==> config.mk <==
export PLATFORM = sky130hd
export DESIGN_NAME = mini_core
export DESIGN_NICKNAME = d
export VERILOG_FILES = /design/src/rtl/mc_pkg.sv /design/src/rtl/mc_regfile.sv /design/src/rtl/mc_exec_unit.sv /design/src/rtl/mc_ctrl.sv /design/src/rtl/mini_core.sv
export SDC_FILE = /design/constraint.sdc
export NUM_CORES = 2
export LEC_CHECK = 0
export ABC_AREA = 1
export ABC_CLOCK_PERIOD_IN_PS = 7900
export BUFFER_PORTS_ARGS = -buffer_cell sky130_fd_sc_hd__buf_2
export CELL_PAD_IN_SITES_DETAIL_PLACEMENT = 0
export CELL_PAD_IN_SITES_GLOBAL_PLACEMENT = 1
export CORE_UTILIZATION = 36
export DETAILED_ROUTE_END_ITERATION = 8
export GPL_TIMING_DRIVEN = 0
export MAX_ROUTING_LAYER = met4
export PLACE_DENSITY = 0.67
export SYNTH_ARGS = -nofsm -noshare
export SYNTH_HDL_FRONTEND = slang
export SYNTH_SLANG_ARGS = --single-unit
==> constraint.sdc <==
create_clock -name clk -period 7.9 [get_ports clk]
set_clock_uncertainty 0.05 [all_clocks]
set_input_delay 2.37 -clock clk [delete_from_list [all_inputs] [get_ports clk]]
set_output_delay 2.37 -clock clk [all_outputs]
set_load 0.02 [all_outputs]
==> src/rtl/mc_pkg.sv <==
package mc_pkg;

    localparam int unsigned IMM_W  = 20;
    localparam int unsigned RSEL_W = 4;

    typedef enum logic [3:0] {
        OP_ADD  = 4'd0,
        OP_NAND = 4'd1,
        OP_ADDI = 4'd2,
        OP_LW   = 4'd3,
        OP_SW   = 4'd4,
        OP_BR   = 4'd5,
        OP_JALR = 4'd6,
        OP_HALT = 4'd7,
        OP_BLT  = 4'd8,
        OP_BGT  = 4'd9,
        OP_LEA  = 4'd10
    } opcode_e;

    typedef enum logic [2:0] {
        ST_FETCH,
        ST_DECODE,
        ST_EXEC,
        ST_LOAD,
        ST_HALT
    } state_e;

endpackage

==> src/rtl/mc_regfile.sv <==
module mc_regfile #(
    parameter int unsigned XLEN = 32,
    parameter int unsigned NREG = 16
) (
    input  logic                    clk,
    input  logic                    rst_n,
    input  logic [$clog2(NREG)-1:0] rsel_a,
    input  logic [$clog2(NREG)-1:0] rsel_b,
    output logic [XLEN-1:0]         rval_a,
    output logic [XLEN-1:0]         rval_b,
    input  logic                    wr_en,
    input  logic [$clog2(NREG)-1:0] wsel,
    input  logic [XLEN-1:0]         wval
);

    logic [XLEN-1:0] regs [NREG];

    // entry 0 is cleared by reset and never written afterwards
    always_ff @(posedge clk) begin
        if (!rst_n) begin
            for (int i = 0; i < int'(NREG); i++) regs[i] <= '0;
        end else if (wr_en && (wsel != '0)) begin
            regs[wsel] <= wval;
        end
    end

    assign rval_a = regs[rsel_a];
    assign rval_b = regs[rsel_b];

endmodule

==> src/rtl/mc_exec_unit.sv <==
module mc_exec_unit
    import mc_pkg::*;
#(
    parameter int unsigned XLEN = 32,
    parameter int unsigned AW   = 16
) (
    input  opcode_e             op,
    input  logic [XLEN-1:0]     src_a,
    input  logic [XLEN-1:0]     src_b,
    input  logic [IMM_W-1:0]    imm,
    input  logic [XLEN-1:0]     pc_inc,
    output logic [XLEN-1:0]     wb_val,
    output logic [AW-1:0]       mem_word,
    output logic [XLEN-1:0]     next_pc,
    output logic                taken
);

    localparam int unsigned EXT_W = XLEN - IMM_W;

    logic [XLEN-1:0] imm_ext;
    logic [XLEN-1:0] base_sum;
    logic [XLEN-1:0] rel_tgt;
    logic            b_lt_a;
    logic            b_gt_a;

    assign imm_ext  = {{EXT_W{imm[IMM_W-1]}}, imm};
    assign base_sum = src_a + imm_ext;
    assign rel_tgt  = pc_inc + imm_ext;
    assign b_lt_a   = $signed(src_b) < $signed(src_a);
    assign b_gt_a   = $signed(src_b) > $signed(src_a);
    assign mem_word = base_sum[AW-1:0];

    always_comb begin
        wb_val  = '0;
        next_pc = pc_inc;
        taken   = 1'b0;
        case (op)
            OP_ADD:  wb_val = src_a + src_b;
            OP_NAND: wb_val = ~(src_a & src_b);
            OP_ADDI: wb_val = base_sum;
            OP_LEA:  wb_val = rel_tgt;
            OP_BR: begin
                taken   = 1'b1;
                next_pc = rel_tgt;
            end
            OP_JALR: begin
                wb_val  = pc_inc;
                taken   = 1'b1;
                next_pc = src_a;
            end
            OP_BLT: begin
                taken   = b_lt_a;
                next_pc = b_lt_a ? rel_tgt : pc_inc;
            end
            OP_BGT: begin
                taken   = b_gt_a;
                next_pc = b_gt_a ? rel_tgt : pc_inc;
            end
            default: begin
                wb_val  = '0;
                next_pc = pc_inc;
            end
        endcase
    end

endmodule

==> src/rtl/mc_ctrl.sv <==
module mc_ctrl
    import mc_pkg::*;
(
    input  logic    clk,
    input  logic    rst_n,
    input  opcode_e op,
    output state_e  state,
    output logic    fetch_phase,
    output logic    ir_load,
    output logic    exec_phase,
    output logic    load_phase,
    output logic    halted
);

    state_e state_nx;

    always_ff @(posedge clk) begin
        if (!rst_n) state <= ST_FETCH;
        else        state <= state_nx;
    end

    always_comb begin
        state_nx = state;
        unique case (state)
            ST_FETCH:  state_nx = ST_DECODE;
            ST_DECODE: state_nx = ST_EXEC;
            ST_EXEC: begin
                if (op == OP_LW)        state_nx = ST_LOAD;
                else if (op == OP_HALT) state_nx = ST_HALT;
                else                    state_nx = ST_FETCH;
            end
            ST_LOAD:   state_nx = ST_FETCH;
            ST_HALT:   state_nx = ST_HALT;
            default:   state_nx = ST_FETCH;
        endcase
    end

    always_comb begin
        fetch_phase = 1'b0;
        ir_load     = 1'b0;
        exec_phase  = 1'b0;
        load_phase  = 1'b0;
        halted      = 1'b0;
        unique case (state)
            ST_FETCH:  fetch_phase = 1'b1;
            ST_DECODE: ir_load     = 1'b1;
            ST_EXEC:   exec_phase  = 1'b1;
            ST_LOAD:   load_phase  = 1'b1;
            ST_HALT:   halted      = 1'b1;
            default:   fetch_phase = 1'b0;
        endcase
    end


    halt_sticky_chk: assert property (@(posedge clk) disable iff (!rst_n)
        (state == ST_HALT) |=> (state == ST_HALT));


    decode_follows_fetch_chk: assert property (@(posedge clk) disable iff (!rst_n)
        (state == ST_FETCH) |=> (state == ST_DECODE));

endmodule

==> src/rtl/mini_core.sv <==
module mini_core
    import mc_pkg::*;
#(
    parameter int unsigned XLEN = 32,
    parameter int unsigned NREG = 16,
    parameter int unsigned AW   = 16
) (
    input  logic            clk,
    input  logic            rst_n,
    output logic [AW-1:0]   mem_addr,
    output logic            mem_wr,
    output logic [XLEN-1:0] mem_wdata,
    input  logic [XLEN-1:0] mem_rdata,
    output logic            halted
);

    localparam int unsigned RW = $clog2(NREG);

    logic [XLEN-1:0] pc;
    logic [XLEN-1:0] ir;
    opcode_e         op;
    state_e          state;
    logic            fetch_phase, ir_load, exec_phase, load_phase;

    logic [RW-1:0]   f_dst, f_src1, f_src2, sel_b;
    logic [XLEN-1:0] val_a, val_b;
    logic [XLEN-1:0] wb_val, next_pc;
    logic [AW-1:0]   data_word;
    logic            taken;
    logic            rf_we;
    logic [XLEN-1:0] rf_wval;
    logic            op_writes;

    assign op     = opcode_e'(ir[31:28]);
    assign f_dst  = ir[24 +: RW];
    assign f_src1 = ir[20 +: RW];
    assign f_src2 = ir[0  +: RW];

    // register-register ops read the second source from the low field,
    // stores and compares read the destination field instead
    assign sel_b = (op == OP_ADD || op == OP_NAND) ? f_src2 : f_dst;

    mc_ctrl u_ctrl (
        .clk        (clk),
        .rst_n      (rst_n),
        .op         (op),
        .state      (state),
        .fetch_phase(fetch_phase),
        .ir_load    (ir_load),
        .exec_phase (exec_phase),
        .load_phase (load_phase),
        .halted     (halted)
    );

    mc_regfile #(.XLEN(XLEN), .NREG(NREG)) u_rf (
        .clk   (clk),
        .rst_n (rst_n),
        .rsel_a(f_src1),
        .rsel_b(sel_b),
        .rval_a(val_a),
        .rval_b(val_b),
        .wr_en (rf_we),
        .wsel  (f_dst),
        .wval  (rf_wval)
    );

    mc_exec_unit #(.XLEN(XLEN), .AW(AW)) u_ex (
        .op      (op),
        .src_a   (val_a),
        .src_b   (val_b),
        .imm     (ir[IMM_W-1:0]),
        .pc_inc  (pc),
        .wb_val  (wb_val),
        .mem_word(data_word),
        .next_pc (next_pc),
        .taken   (taken)
    );

    always_comb begin
        unique case (op)
            OP_ADD, OP_NAND, OP_ADDI, OP_JALR, OP_LEA: op_writes = 1'b1;
            default:                                    op_writes = 1'b0;
        endcase
    end

    assign rf_we   = (exec_phase && op_writes) || load_phase;
    assign rf_wval = load_phase ? mem_rdata : wb_val;

    assign mem_addr  = fetch_phase ? pc[AW-1:0] : data_word;
    assign mem_wr    = exec_phase && (op == OP_SW);
    assign mem_wdata = val_b;

    always_ff @(posedge clk) begin
        if (!rst_n) begin
            pc <= '0;
            ir <= '0;
        end else begin
            if (ir_load) begin
                ir <= mem_rdata;
                pc <= pc + 1'b1;
            end else if (exec_phase) begin
                pc <= next_pc;
            end
        end
    end


    pc_step_chk: assert property (@(posedge clk) disable iff (!rst_n)
        ir_load |=> (pc == $past(pc) + 1'b1));


    jalr_target_chk: assert property (@(posedge clk) disable iff (!rst_n)
        (exec_phase && op == OP_JALR) |=> (pc == $past(val_a)));


    fall_through_chk: assert property (@(posedge clk) disable iff (!rst_n)
        (exec_phase && (op == OP_BLT || op == OP_BGT) && !taken) |=> (pc == $past(pc)));


    no_write_halted_chk: assert property (@(posedge clk) disable iff (!rst_n)
        halted |-> !mem_wr);


    pc_frozen_halted_chk: assert property (@(posedge clk) disable iff (!rst_n)
        (halted && $past(halted)) |-> $stable(pc));

endmodule

==> results.yml <==
die:
  dieHeight_um: 337.4
  die_x_um: 337.4
  placementRows: 122
  core_mm2: 0.1111
  ios: 84
  start_util_pct: 36.43
  die_area_mm2: 0.1138
setup_path:
  worstPathMaxFanout: 11
  rr_worst_depth: 29
  reg2reg_to: "u_rf.regs[2][16]"
  worst_setup_path_start_kind: "flop"
  rrSetupSlack_ns: -0.04
  crit_type: "reg2out"
  worstSetupEndpointType: "primary output"
  r2r-start: "ir[31]"
  cp.required_ns: 5.48
  cp_data_arrival_time_ns: 5.55
pwr:
  p_leak_uw: 0.01890
  ir_worst_vdd_uv: 157.5
  power_uw: 14010
  p_per_area_mw_per_mm2: 304.0
final_layout:
  final_layout_size_suffix_gt1_share_pct: 9.019
  nets: 5809
  layout_commonest_cell: "nand2_1"
  final_cell_mix: "nand2_1 (1112), nor2_1 (746), a21oi_1 (528)"
  final_cells: 7225
  fin_area_mm2: 0.04608
  syn_to_final_growth_pct: 13.82
sta:
  fin_ws_ns: -0.07279
  finalHoldViolCount: 0
  post-route-min-period_ns: 7.973
  timing.fmax_ghz: 0.1254
  holdWs_ns: 0.4278
  setup_viol: 9
  max-slew-margin-rel_pct: -19.79
  slew_viol_final: 162
  fin_crit_sh_pct: 100.9
  tightest_slew_ns: 1.797
synthesis:
  ys_types: 53
  syn_inst: 5443
  syn-cell-area_mm2: 0.04049
  synth_edf_count: 512
  ys_seq_area_share_pct: 41.49
  ys_warn_count: 0
  ys_seq_elements: 583
  async_flop_share_pct: 0
  syn_avg_cell_area_um2: 7.438
  synthFlopType: "edfxtp_1"
placement:
  gp_congestion: 1.110
  portBuffers: 82
  pre_cts_ws_ns: -0.4391
  placed_area_mm2: 0.04312
  hpwl_um: 208100
  placedCellCount: 7051
global_routing:
  antenna_found_initial: 37
  grt-ovfl-total: 0
  grt_pass1_wl_um: 371100
  globalRouteTotalUtil_pct: 50.35
  grt_max_degree: 33
  grt_use_met3_pct: 16.54
  use_met1_pct: 54.99
  grt_pass1_vias: 42840
  met2_usage_pct: 73.48
  top_usage_layer: "met2"
route:
  wl_per_cell_um: 39.37
  antenna_left: 0
  postRouteWirelength_um: 284500
  route.detailed.drc: 0
  vias_per_cell: 6.425
  num_vias: 46420
  firstDrtPassIters: 7
  first_iter_violations: 8440
hold_path:
  hold_depth: 2
  hp-class: "reg2reg"
  hp-start: "ir[23]"
clock_tree:
  ctsLongestPathBuffers: 3
  cts_tree: "done"
  clk_latency_ns: 0.69
  clock-sinks: 583
  root_buffer: "clkbuf_16"
  h-tree-depth: 3
  path_clk_slew_ns: 0.06
  numCtsBuffers: 74
run:
  drv_cap: 15
outcome:
  status: "finished, violations left"
  violations: "capacitance limit, slew limit, setup timing"
[worst max-delay path, stage by stage, from the launching register on]
cell	delay, ns
dfxtp_1	0.37
clkinv_1	0.25
clkbuf_1	1.05
o21ai_0	0.27
o211ai_1	0.27
nand2_1	0.28
ha_1	0.60
nand2_1	0.14
inv_1	0.14
nand2_1	0.07
nand3_1	0.12
inv_1	0.05
nand2_1	0.20
nand2_1	0.08
nand2_1	0.12
xor2_1	0.32
nand2_1	0.10
o21ai_0	0.16
buf_2	0.24
[synth_stat cells (2+ instances only)]
library cell | n | area, µm²
buf_6 | 6 | 67.56
xnor2_1 | 10 | 87.58
nor4_1 | 6 | 37.54
buf_2 | 140 | 700.7
buf_4 | 6 | 45.04
nand4_1 | 44 | 275.3
nand2_1 | 1133 | 4253
fa_1 | 3 | 60.06
dfxtp_1 | 71 | 1421
o21ai_2 | 2 | 17.52
inv_2 | 9 | 33.78
inv_1 | 510 | 1914
or2_1 | 2 | 12.51
nor2_1 | 746 | 2800
o22ai_1 | 64 | 400.4
nor2_2 | 3 | 18.77
o211ai_1 | 154 | 1156
ha_1 | 132 | 1652
and2_1 | 7 | 43.79
o221ai_1 | 123 | 1077
a21o_1 | 2 | 15.01
xor2_1 | 28 | 245.2
buf_1 | 15 | 56.30
nor2_4 | 3 | 33.78
clkbuf_1 | 195 | 732.0
clkinv_1 | 5 | 18.77
nand2_4 | 5 | 56.30
nor3_1 | 31 | 155.2
or2_0 | 5 | 31.28
clkbuf_2 | 2 | 10.01
edfxtp_1 | 512 | 15370
o21ai_0 | 489 | 2447
a21oi_2 | 38 | 332.8
nand3_1 | 353 | 1767
and3_1 | 4 | 25.02
a21oi_1 | 528 | 2643
nand3b_1 | 15 | 112.6
o21bai_1 | 16 | 120.1
or2_2 | 4 | 25.02
mux2i_1 | 8 | 80.08
a31oi_1 | 2 | 12.51
[what timing repair did]
item,CTS,global route
gates cloned,0,0
resized for setup,90,29
hold buffers,0,0
buffers inserted,0,0
endpoints found under the setup margin,13,8
[cell type report]
| type | instances | area, µm² |
|---|---|---|
| repair buffers | 90 | 580.6 |
| inverters | 524 | 1967 |
| fillers | 11810 | 65040 |
| well taps | 1488 | 1862 |
| flip-flops and latches | 583 | 16800 |
| multi-input cells | 4003 | 20370 |
| plain buffers | 364 | 1814 |
| clock inverters | 50 | 661.9 |
| clock buffers | 85 | 1934 |
| diodes | 38 | 95.09 |
[stage by stage]
stage	utilization (%)	TNS (ns)
2_1_floorplan	-	0
3_5_place_dp	38.81	-1.182
4_1_cts	41.31	0
5_1_grt	41.45	-0.002822
3_3_place_gp	38.58	-1.888
6_report	41.47	-0.3060
[how the worst max path moves through the flow]
stage                     cells after the start  startpoint            to  slack, ns
after detailed placement                     15        flop  mem_addr[13]      -0.44
final                                        18        flop  mem_addr[15]      -0.07
after global placement                       15        flop  mem_addr[13]      -0.68
after floorplan                              21        flop  mem_addr[12]       2.36
after global routing                         20        flop   mem_addr[9]     -0.003
after CTS                                    19        flop  mem_addr[13]       0.02
[per-layer routing]
| layer | routed length, µm | up-vias |
|---|---|---|
| met5 | 0 | - |
| met1 | 97010 | 22020 |
| li1 | - | 19080 |
| met4 | 29800 | 0 |
| met2 | 120900 | 4035 |
| met3 | 36740 | 1295 |
[power breakdown]
group | switching (µW) | internal, µW
registers | 146 | 3490
clock network | 1550 | 2230
logic | 5200 | 1390
[registers in the layout (all words and copies together), names as in the netlist, named ones only]
| signal | flops |
|---|---|
| u_ctrl.state | 3 |
| ir | 32 |
| u_rf.regs | 512 |
| pc | 32 |
[cells by family after synthesis]
logic type,count (synthesis),synth area share [%]
compound gates,1426,20.50
xor+xnor,38,0.8221
fa+ha+maj,135,4.228
buf+inv,888,8.839
flops,583,41.49
mux,9,0.2318
other cells,1,0.009262
simple gates,2363,23.89
Note: power is estimated with default switching activity, not from simulation.
